### config.mk
export PLATFORM = sky130hd
export DESIGN_NAME = lt_timer
export DESIGN_NICKNAME = d
export VERILOG_FILES = /design/src/rtl/lt_pkg.sv /design/src/rtl/lt_ctrl.sv /design/src/rtl/lt_datapath.sv /design/src/rtl/lt_timer.sv
export SDC_FILE = /design/constraint.sdc
export NUM_CORES = 1
export LEC_CHECK = 0
export BUFFER_PORTS_ARGS = -buffer_cell sky130_fd_sc_hd__buf_2
export CAP_MARGIN = 20
export CORE_MARGIN = 4
export CORE_UTILIZATION = 42
export CTS_CLUSTER_SIZE = 25
export DETAILED_ROUTE_END_ITERATION = 8
export PLACE_DENSITY_LB_ADDON = 0.15
export SYNTH_ARGS = -nofsm -noshare
export SYNTH_HDL_FRONTEND = slang
export SYNTH_HIERARCHICAL = 1
export SYNTH_SLANG_ARGS = --single-unit
### constraint.sdc
create_clock -name clk -period 7 [get_ports clk]
set_input_delay 0.7 -clock clk [delete_from_list [all_inputs] [get_ports clk]]
set_output_delay 0.7 -clock clk [all_outputs]
set_load 0.01 [all_outputs]
### src/rtl/lt_pkg.sv
package lt_pkg;
  localparam int SHIFT_W = 3;
  localparam int VEC_W   = 8;

  localparam logic [7:0] IDX_CTRL = 8'h32;
  localparam logic [7:0] IDX_INIT = 8'h38;
  localparam logic [7:0] IDX_CUR  = 8'h39;
  localparam logic [7:0] IDX_DIV  = 8'h3E;

  typedef struct packed {
    logic               loadInit;
    logic               periodic;
    logic               masked;
    logic [SHIFT_W-1:0] shift;
    logic [VEC_W-1:0]   vector;
  } ctrlStrobes_t;
endpackage

### src/rtl/lt_ctrl.sv
module lt_ctrl
  import lt_pkg::*;
#(
  parameter int DATA_W = 32,
  parameter int ADDR_W = 8,
  parameter int CNT_W  = 32
) (
  input  logic              clk,
  input  logic              rst,
  input  logic              regWe,
  input  logic [ADDR_W-1:0] regAddr,
  input  logic [DATA_W-1:0] regWdata,
  input  logic [CNT_W-1:0]  curCount,
  input  logic [CNT_W-1:0]  initCount,
  output logic [DATA_W-1:0] regRdata,
  output logic [CNT_W-1:0]  loadValue,
  output ctrlStrobes_t      strobes
);
  localparam int MASK_BIT = 16;
  localparam int PER_BIT  = 17;

  logic [VEC_W-1:0] ctrlVec;
  logic             ctrlMask;
  logic             ctrlPeriodic;
  logic [3:0]       divReg;
  logic [2:0]       divCode;

  logic hitCtrl, hitInit, hitCur, hitDiv;
  assign hitCtrl = (regAddr == ADDR_W'(IDX_CTRL));
  assign hitInit = (regAddr == ADDR_W'(IDX_INIT));
  assign hitCur  = (regAddr == ADDR_W'(IDX_CUR));
  assign hitDiv  = (regAddr == ADDR_W'(IDX_DIV));

  always_ff @(posedge clk) begin
    if (rst) begin
      ctrlVec      <= '0;
      ctrlMask     <= 1'b1;
      ctrlPeriodic <= 1'b0;
      divReg       <= '0;
    end else if (regWe) begin
      if (hitCtrl) begin
        ctrlVec      <= regWdata[VEC_W-1:0];
        ctrlMask     <= regWdata[MASK_BIT];
        ctrlPeriodic <= regWdata[PER_BIT];
      end
      if (hitDiv) divReg <= regWdata[3:0] & 4'hB;
    end
  end

  assign divCode = {divReg[3], divReg[1:0]};

  always_comb begin
    strobes.loadInit = regWe && hitInit;
    strobes.periodic = ctrlPeriodic;
    strobes.masked   = ctrlMask;
    strobes.shift    = SHIFT_W'(divCode + 3'd1);
    strobes.vector   = ctrlVec;
  end
  assign loadValue = CNT_W'(regWdata);

  always_comb begin
    regRdata = '0;
    if (hitCtrl) begin
      regRdata[VEC_W-1:0] = ctrlVec;
      regRdata[MASK_BIT]  = ctrlMask;
      regRdata[PER_BIT]   = ctrlPeriodic;
    end else if (hitInit) regRdata = DATA_W'(initCount);
    else if (hitCur)      regRdata = DATA_W'(curCount);
    else if (hitDiv)      regRdata = DATA_W'(divReg);
  end

  // divide setting keeps only bits 3, 1, 0
  a_r2_divide_mask: assert property (@(posedge clk) disable iff (rst)
    (regWe && hitDiv) |=> (regRdata == DATA_W'(0) || !hitDiv || divReg == ($past(regWdata[3:0]) & 4'hB)));

  // control entry write keeps mask and mode fields
  a_r10_ctrl_fields: assert property (@(posedge clk) disable iff (rst)
    (regWe && hitCtrl) |=> (ctrlMask == $past(regWdata[MASK_BIT]) && ctrlPeriodic == $past(regWdata[PER_BIT])));
endmodule

### src/rtl/lt_datapath.sv
module lt_datapath
  import lt_pkg::*;
#(
  parameter int CNT_W = 32,
  parameter int PRE_W = 7
) (
  input  logic             clk,
  input  logic             rst,
  input  ctrlStrobes_t     strobes,
  input  logic [CNT_W-1:0] loadValue,
  output logic [CNT_W-1:0] curCount,
  output logic [CNT_W-1:0] initCount,
  output logic             irqValid,
  output logic [VEC_W-1:0] irqVector
);
  logic [PRE_W-1:0] preCnt;
  logic [PRE_W:0]   shiftOne;
  logic [PRE_W-1:0] lowMask;
  logic             tick;
  logic             armed;

  always_ff @(posedge clk) begin
    if (rst) preCnt <= '0;
    else     preCnt <= preCnt + 1'b1;
  end

  assign shiftOne = (PRE_W+1)'(1) << strobes.shift;
  assign lowMask  = shiftOne[PRE_W-1:0] - 1'b1;
  assign tick     = ((preCnt & lowMask) == lowMask);

  always_ff @(posedge clk) begin
    if (rst) begin
      initCount <= '0;
      curCount  <= '0;
      armed     <= 1'b0;
      irqValid  <= 1'b0;
      irqVector <= '0;
    end else begin
      irqValid <= 1'b0;
      if (strobes.loadInit) begin
        initCount <= loadValue;
        curCount  <= loadValue;
        armed     <= (loadValue != '0);
      end else if (armed && tick) begin
        if (curCount != '0) begin
          curCount <= curCount - 1'b1;
        end else begin
          if (!strobes.masked) begin
            irqValid  <= 1'b1;
            irqVector <= strobes.vector;
          end
          if (strobes.periodic) curCount <= initCount;
          else                  armed    <= 1'b0;
        end
      end
    end
  end

  // a load shows up in the live count on the next cycle
  a_r4_load: assert property (@(posedge clk) disable iff (rst)
    strobes.loadInit |=> (curCount == $past(loadValue)));

  // one-shot count holds at zero
  a_r5_hold_zero: assert property (@(posedge clk) disable iff (rst)
    (curCount == '0 && !strobes.loadInit && !strobes.periodic) |=> (curCount == '0));

  // masked expiries raise nothing
  a_r7_masked: assert property (@(posedge clk) disable iff (rst)
    strobes.masked |=> !irqValid);

  // request is a single-cycle pulse
  a_r8_pulse: assert property (@(posedge clk) disable iff (rst)
    irqValid |=> !irqValid);

  // zero starting count yields no request next cycle
  a_r9_zero_stop: assert property (@(posedge clk) disable iff (rst)
    (strobes.loadInit && loadValue == '0) |=> (curCount == '0 && !irqValid));
endmodule

### src/rtl/lt_timer.sv
module lt_timer
  import lt_pkg::*;
#(
  parameter int DATA_W = 32,
  parameter int ADDR_W = 8,
  parameter int CNT_W  = 32,
  parameter int PRE_W  = 7
) (
  input  logic              clk,
  input  logic              rst,
  input  logic              regWe,
  input  logic [ADDR_W-1:0] regAddr,
  input  logic [DATA_W-1:0] regWdata,
  output logic [DATA_W-1:0] regRdata,
  output logic              irqValid,
  output logic [VEC_W-1:0]  irqVector
);
  ctrlStrobes_t     strobes;
  logic [CNT_W-1:0] curCount;
  logic [CNT_W-1:0] initCount;
  logic [CNT_W-1:0] loadValue;

  lt_ctrl #(.DATA_W(DATA_W), .ADDR_W(ADDR_W), .CNT_W(CNT_W)) u_ctrl (
    .clk(clk), .rst(rst), .regWe(regWe), .regAddr(regAddr), .regWdata(regWdata),
    .curCount(curCount), .initCount(initCount), .regRdata(regRdata),
    .loadValue(loadValue), .strobes(strobes)
  );

  lt_datapath #(.CNT_W(CNT_W), .PRE_W(PRE_W)) u_datapath (
    .clk(clk), .rst(rst), .strobes(strobes), .loadValue(loadValue),
    .curCount(curCount), .initCount(initCount),
    .irqValid(irqValid), .irqVector(irqVector)
  );
endmodule

# After elaboration in Yosys (flattened, before gate mapping)

Cells that the tools add are included.

Register bits: 94
Input bits: 43
Logic and storage cells: 55

$add $sub $neg: 4
Equal/unequal tests: 7
Shift operators: 1
Multiplexer cells: 16
Bitwise gates (word level): 5
Reductions and logical operators: 12

Operators with widths:

| kind                                                                  | count |
|---|---|
| 32-bit 2-to-1 mux                                                     | 6 |
| 32-bit nonzero test                                                   | 2 |
| 8-bit by 6-bit equality test with 1-bit output, second input constant | 4 |
| 32-bit by 1-bit subtractor with 32-bit output, second input constant  | 1 |
| 8-bit 2-to-1 mux                                                      | 2 |
| 14-bit 2-to-1 mux                                                     | 1 |
| 7-bit by 1-bit adder with 7-bit output, second input constant         | 1 |
| 7-bit AND                                                             | 1 |
| 7-bit equality test                                                   | 1 |
| 1-bit by 3-bit left shift with 7-bit output, first input constant     | 1 |
| 7-bit by 1-bit subtractor with 7-bit output, second input constant    | 1 |
| 2-bit AND reduction                                                   | 3 |
| 1-bit 2-to-1 mux                                                      | 5 |
| 4-bit 2-to-1 mux                                                      | 1 |
| 2-bit != test, second input constant                                  | 2 |
| 1-bit NOT                                                             | 4 |
| 4-bit AND reduction                                                   | 1 |
| 4-bit OR reduction                                                    | 1 |
| 3-bit by 1-bit adder with 3-bit output, second input constant         | 1 |
| 3-bit AND reduction                                                   | 1 |
| 3-bit nonzero test                                                    | 1 |
| 1-bit logical AND                                                     | 2 |
| 2-bit 2-to-1 mux                                                      | 1 |
| 2-bit nonzero test                                                    | 1 |

# Depth between registers and ports, before layout

Gate-level depths: netlist of run 1.

Depth in word-level cells: 8
Gate-level depth with buffers: 13
Mapped depth without buffers: 9

# Cells and area by module

Netlist of run 1, hierarchy kept.

Modules (own cells, without submodules):

| module      | times used | cells an instance | area an instance (um2) |
|---|---|---|---|
| lt_datapath | 1          | 532               | 4350.4 |
| lt_ctrl     | 1          | 162               | 1316.3 |

# Worst setup path before layout of run 1

No wires, ideal clock.

Path type: input port to flip-flop
From: input port regAddr[6]
To: register u_datapath.curCount[5]
Library setup time: 91 ps
Arrival time: 2796 ps
Slack: 4113 ps
Cell stages on the path: 11
Path buffers: 5
Path through: and4bb_4 -> and2_4 -> and3_1 -> buf_6 -> buf_8 -> and2_1 -> clkbuf_8 -> clkbuf_1 -> buf_1 -> nand2_1 -> a311oi_1

RTL lines:

| what                 | RTL line          | RTL |
|---|---|---|
| start, declared      | lt_timer.sv:12    | `input logic [ADDR_W-1:0] regAddr,` |
| end signal, assigned | lt_datapath.sv:42 | `curCount <= loadValue;` |
| end signal, assigned | lt_datapath.sv:46 | `curCount <= curCount - 1'b1;` |
| end signal, assigned | lt_datapath.sv:52 | `if (strobes.periodic) curCount <= initCount;` |
| end, declared        | lt_datapath.sv:11 | `output logic [CNT_W-1:0] curCount,` |

==> results of run 1 <==
[state kept, by name, indices dropped and copies added, names as in the netlist]
name,count
u_datapath/armed,1
u_ctrl/divReg,3
u_ctrl/ctrlMask,1
u_ctrl/ctrlPeriodic,1
u_datapath/initCount,32
u_ctrl/ctrlVec,8
u_datapath/irqVector,8
u_datapath/preCnt,7
u_datapath/irqValid,1
u_datapath/curCount,32
[critical path, cell delays in order]
cell	delay (ns)
buf_2	0.09
and4bb_4	0.35
and2_4	0.16
and3_1	0.90
and2_2	0.61
buf_4	0.39
a31o_2	0.67
o311a_1	0.31
nor3_2	0.05
[worst paths after layout]
| path | to | slack, ns | depth (start not counted) |
|---|---|---|---|
| worst min register to register | u_datapath/initCount[6] | 0.48 | 2 |
| worst min-delay path | u_datapath/initCount[6] | 0.48 | 2 |
| worst max-delay path | u_datapath/curCount[2] | 2.96 | 9 |
| worst max register to register | u_datapath/irqVector[7] | 3.66 | 6 |
[Yosys cell counts (all sizes together) (9+ instances only)]
master  count
nand2      86
nor3       24
xnor2       9
nor4       20
a32o       10
nand3      14
a22o       23
inv        12
mux2i      34
buf        51
nand4      13
o211ai     13
clkbuf     28
o21ai      26
a21oi      38
a311oi     13
nor2       81
dfxtp      94
[power groups by stage]
stage | registers (W) | clock network, W | logic [W]
finish | 0.000539 | 0.000505 | 0.0000736
global route | 0.000539 | 0.000537 | 0.0000795
CTS | 0.000539 | 0.000517 | 0.0000726
detailed placement | 0.000551 | 0 | 0.0000722
global placement | 0.000551 | 0 | 0.0000717
floorplan | 0.000551 | 0 | 0.0000576
[per-layer routing]
layer	vias to the layer above	global-route usage
met1	2566	0.3034
li1	2574	-
met5	-	0
met4	0	0.09309
met2	212	0.3818
met3	27	0.03815
[cell families after synthesis]
family / synth area share
AND/OR/NAND/NOR: 0.2488
AO/OA/AOI/OAI: 0.2239
flip-flops: 0.3321
buffers and inverters: 0.1011
multiplexers: 0.06205
XOR/XNOR: 0.02318
adder cells (fa/ha/maj): 0.008832
[per-stage QoR]
stage               utilization  area (µm²)  cells  power [W]  hold slack (ns)
finish                   0.4634        6137    898   0.001118           0.4775
CTS                      0.4634        6137    898   0.001128           0.4789
global placement         0.4407        5836    882  0.0006231           0.4605
floorplan                     -        5667    694  0.0006084           0.4444
global route             0.4634        6137    898   0.001156           0.4899
detailed placement       0.4407        5836    882  0.0006236           0.4688
[cells in the final DEF (no fill, tap or decap), types with 3 or more instances in the layout]
cell | synthesis | layout
dfxtp_1 | 94 | 94
nand2_1 | 86 | 86
buf_2 | 5 | 83
nor2_1 | 81 | 81
a21oi_1 | 38 | 38
mux2i_1 | 34 | 34
o21ai_0 | 24 | 24
a22o_1 | 23 | 23
nor3_1 | 21 | 21
nor4_1 | 18 | 18
nand3_1 | 14 | 14
nand4_1 | 13 | 13
o211ai_1 | 13 | 13
a311oi_1 | 13 | 13
inv_1 | 12 | 12
a32o_1 | 10 | 10
clkbuf_16 | 0 | 9
xnor2_1 | 9 | 9
buf_4 | 36 | 8
a211o_1 | 7 | 7
and3_1 | 6 | 6
xor2_1 | 6 | 6
a31oi_1 | 5 | 5
nand2b_1 | 4 | 4
ha_1 | 4 | 4
a21boi_0 | 4 | 4
or4_1 | 4 | 4
or3_1 | 4 | 4
nor2b_1 | 3 | 3
and2_1 | 4 | 3
or4_4 | 3 | 3
a22oi_1 | 3 | 3
a211oi_1 | 3 | 3
o311a_1 | 3 | 3
[cell type report]
class                           count  share of cell area
Inverter                           12            0.007339
Timing Repair Buffer               91             0.07747
Clock inverter                      5            0.009582
Sequential cell                    94              0.3066
Tap cell                          176             0.03588
Clock buffer                       11             0.03955
Multi-Input combinational cell    509              0.5235
==> impl_metrics.env, run 1 <==
export IMPL_synth_top_area_share=0.3321
export IMPL_rows=42
export IMPL_p_switching_w=0.0002691
export IMPL_routabilityCongestion=0.8945
export IMPL_n_antenna_cell=0
export IMPL_min_delay_start="u_datapath/initCount[6]"
export IMPL_status="complete, no violations"
export IMPL_synthesis_nets=741
export IMPL_fin_crit_sh=0.5772
export IMPL_die_area_um2=15410
export IMPL_rsz0062_at_grt="false"
export IMPL_synthArstFlopShare=0
export IMPL_pre_cts_ws_ns=2.615
export IMPL_met2_length_mm=8.456
export IMPL_initial_core_util=0.4279
export IMPL_dr_total_vias=5379
export IMPL_pwr_share_comb=0.066
export IMPL_syn_avg_cell_area_um2=8.165
export IMPL_wl_met3_mm=1.100
export IMPL_worstReg2RegStart="u_datapath/curCount[2]"
export IMPL_fill_cells=1360
export IMPL_dp_hpwl_mm=12.39
export IMPL_hp_class="flip-flop to flip-flop"
export IMPL_setup_violations=0
export IMPL_crit_type="input port to flip-flop"
export IMPL_p_sw_frac=0.2407
export IMPL_clock_sinks=94
export IMPL_power_frac_clock=0.452
export IMPL_drive_gt1_frac=0.1787
export IMPL_slew_headroom=0.2492
export IMPL_wl_per_cell_um=19.79
export IMPL_cts_tree="done"
export IMPL_die_y_um=124.2
export IMPL_wl_mm=17.77
export IMPL_drc=0
export IMPL_worst_pin_slew_ns=1.126
export IMPL_yosysSeqAreaShare=0.3321
export IMPL_skew_ns=0.01006
export IMPL_final_min_clock_period_ns=4.041
export IMPL_cts_clk_slew_worst_paths_ns=0.07
export IMPL_ant_nets=0
export IMPL_yosys_warnings=6
export IMPL_synth_edf_count=0
export IMPL_intPower_w=0.0008489
export IMPL_synth_flop_cell="dfxtp_1"
export IMPL_cts_htree_levels=3
export IMPL_port_buffers=83
export IMPL_post_cts_resized=0
export IMPL_critPathMaxFanout=34
export IMPL_grt_pass1_wl_mm=27.50
export IMPL_root_buffer="clkbuf_16"
export IMPL_synthCells=694
export IMPL_viasPerCell=5.990
export IMPL_required_ns=7.21
export IMPL_worst_ep_arrival_time_ns=4.25
export IMPL_cp_startpoint="regAddr[6]"
export IMPL_cts_setup_buffers=0
export IMPL_cts_hold_buf=0
export IMPL_ioPinCount=84
export IMPL_cts_buffers=9
export IMPL_clock_path_buffers=2
export IMPL_maxSlewViolCount=0
export IMPL_syn_cell_area_um2=5667
export IMPL_p_seq_frac=0.482
export IMPL_die_x_um=124.2
export IMPL_synth_largest_area_cell="dfxtp_1"
export IMPL_tns_ns=0
export IMPL_startpoint_type="input port"
export IMPL_gr_total_overflow=0
export IMPL_grt_max_degree=70
export IMPL_grt_pass1_vias=5032
export IMPL_ys_ff_latch=94
export IMPL_highest_layer="met4"
export IMPL_cap_violations=0
export IMPL_synth_area_leaders="dfxtp_1, mux2i_1, nand2_1"
export IMPL_grt_antenna_before_repair=0
export IMPL_p_leak_nw=2.439
export IMPL_nets=764
export IMPL_peakVddDrop_mv=0.09635
export IMPL_power_density_nw_per_um2=182.2
export IMPL_coreArea_um2=13240
export IMPL_synth_cell_types=74
export IMPL_max_freq_mhz=247.5
export IMPL_clock_latency_ns=0.36
export IMPL_worst_slack_ns=2.959
export IMPL_seqCellArea_um2=1882
export IMPL_hold_violations=0
export IMPL_areaGrowthSynthToFinish_pct=8.302
export IMPL_multi_input_area_um2=3213
export IMPL_wl_met1_mm=7.790
export IMPL_grt_usage=0.2321
export IMPL_endpoint_kind="flip-flop"
export IMPL_drtPass1Iterations=5
export IMPL_dr_first_iter_drc_count=373
Power figures use the tool's default switching activity.
==> run 2, diff against run 1 <==
clock period = 3.92 ns   (was 7 ns; I/O delays follow)
==> run 2 against run 1 <==
Net effect: non-clock buffer count up 4; critical path depth down 3; combinational power grew 81%; count of clock-buffer cells in the layout increased by 2; first-iteration DRC count grew 24%; via count increased by 0.48%; critical path type is now flip-flop to flip-flop; highest routed layer unchanged.
==> impl_metrics.env, run 2 (synthesis gave the netlist of run 1 again) <==
export IMPL_status="complete, no violations"
export IMPL_clock_sinks=94
export IMPL_crit_type="flip-flop to flip-flop"
export IMPL_min_delay_path_depth=3
export IMPL_die_x_um=124.2
export IMPL_grt_max_degree=46
export IMPL_top_regs="u_datapath/curCount (32), u_datapath/initCount (32)"
export IMPL_routabilityCongestion=0.9738
export IMPL_fin_area_um2=6168
export IMPL_startpoint_type="flip-flop"
export IMPL_cts_tree="done"
export IMPL_skew_ns=0.005916
export IMPL_nets=768
export IMPL_rows=42
export IMPL_cts_htree_levels=3
export IMPL_p_leak_nw=2.462
export IMPL_drc=0
export IMPL_dr_total_vias=5405
export IMPL_final_common_cell="dfxtp_1"
export IMPL_clock_latency_ns=0.35
export IMPL_ant_nets=0
export IMPL_port_buffers=83
export IMPL_fin_crit_sh=0.8227
export IMPL_worst_ep_arrival_time_ns=3.45
export IMPL_max_freq_mhz=310.1
export IMPL_grt_usage=0.2344
export IMPL_post_cts_resized=0
export IMPL_power_total_w=0.002005
export IMPL_cts_setup_buffers=0
export IMPL_maxSlewViolCount=0
export IMPL_rsz0062_at_grt="false"
export IMPL_viasPerCell=5.992
export IMPL_slowest_stage="and4b_1"
export IMPL_multi_input_area_um2=3213
export IMPL_critical_path_buf_inv_count=0
export IMPL_endpoint_kind="flip-flop"
export IMPL_worst_pin_slew_ns=0.9511
export IMPL_grt_pass1_wl_mm=27.95
export IMPL_setup_violations=0
export IMPL_clock_path_buffers=2
export IMPL_die_area_um2=15410
export IMPL_drtPass1Iterations=6
export IMPL_grt_pass1_vias=5168
export IMPL_fill_cells=1376
export IMPL_cap_violations=0
export IMPL_slew_headroom=0.3659
export IMPL_postPlaceCellArea_um2=5866
export IMPL_dr_first_iter_drc_count=464
export IMPL_ioPinCount=84
export IMPL_coreArea_um2=13240
export IMPL_max_stage_delay_ns=0.68
export IMPL_wl_per_cell_um=19.62
export IMPL_wl_mm=17.70
export IMPL_layout_common_cells="dfxtp_1, nand2_1, buf_2"
export IMPL_critPathTopFamily="simple AND/OR/NAND/NOR gates"
export IMPL_cp_num_cells=6
export IMPL_dp_hpwl_mm=12.68
export IMPL_critPathMaxFanout=9
export IMPL_n_antenna_cell=0
export IMPL_cts_buffers=9
export IMPL_tns_ns=0
export IMPL_cts_hold_buf=0
export IMPL_required_ns=4.14
export IMPL_path_cells="nor4_1 -> nand4_1 -> nor4_4 -> and4b_1 -> mux2i_1 -> nor2_1"
export IMPL_initial_core_util=0.4279
export IMPL_peakVddDrop_mv=0.2113
export IMPL_grt_antenna_before_repair=0
export IMPL_reg2reg_depth=6
export IMPL_cts_clk_slew_worst_paths_ns=0.07
export IMPL_root_buffer="clkbuf_16"
export IMPL_gr_total_overflow=0
export IMPL_whs_ns=0.3247
export IMPL_seqCellArea_um2=1882
export IMPL_drive_gt1_frac=0.1818
export IMPL_hold_violations=0
export IMPL_areaGrowthSynthToFinish_pct=8.854
export IMPL_hp_class="input port to flip-flop"
export IMPL_final_min_clock_period_ns=3.225
export IMPL_die_y_um=124.2
export IMPL_power_density_nw_per_um2=325.0
run 2: changes by cell type in the layout (fill, tap and decap cells not counted), sizes merged:
| cell | change |
|---|---|
| clkinv | -1 |
| clkbuf | +2 |
| buf | +4 |
| clkinvlp | -1 |
run 2: where the power goes:
part	switching [W]	internal (W)	total, W	leakage, nW
registers	0.00000473	0.000958	0.000963	0.757
clock network	0.000379	0.000529	0.000908	0.146
logic	0.0000860	0.0000473	0.000133	1.56
run 2: area by class of cell:
type	instances	area share
inverter	12	0.007302
clock inverter	3	0.006897
tap	176	0.03570
multi-input combinational	509	0.5209
clock buffer	13	0.04219
sequential	94	0.3051
timing repair buffer	95	0.08195
run 2: final timing paths:
check | startpoint | to | slack, ns
worst max-delay path | u_datapath/curCount[2] | u_datapath/irqVector[2] | 0.69
worst min-delay path | regWdata[26] | u_datapath/initCount[26] | 0.32
worst min register to register | u_datapath/initCount[16] | u_datapath/initCount[16] | 0.48
worst max register to register | u_datapath/curCount[2] | u_datapath/irqVector[2] | 0.69
run 2: per-layer routing:
metal  wire length (µm)  GRT usage  up-vias
met4                431    0.08077        0
met1               7914     0.3156     2585
li1                   -          -     2579
met2               8233     0.3824      208
met3               1120    0.03588       33
met5                  0          0        -
run 2: per-stage QoR:
step / util / setup WS, ns / std cells
global placement: 0.4429 / 0.8255 / 886
finish: 0.4658 / 0.6950 / 902
CTS: 0.4658 / 0.7528 / 902
global route: 0.4658 / 0.4509 / 902
detailed placement: 0.4429 / 0.7644 / 886
floorplan: - / 1.341 / 694
run 2: worst register-to-register path, delay by kind of cell, from the launching register on:
kind	cells	cell delay, ns
multiplexers	1	0.26
flip-flops	1	0.40
AND/OR/NAND/NOR	5	2.44
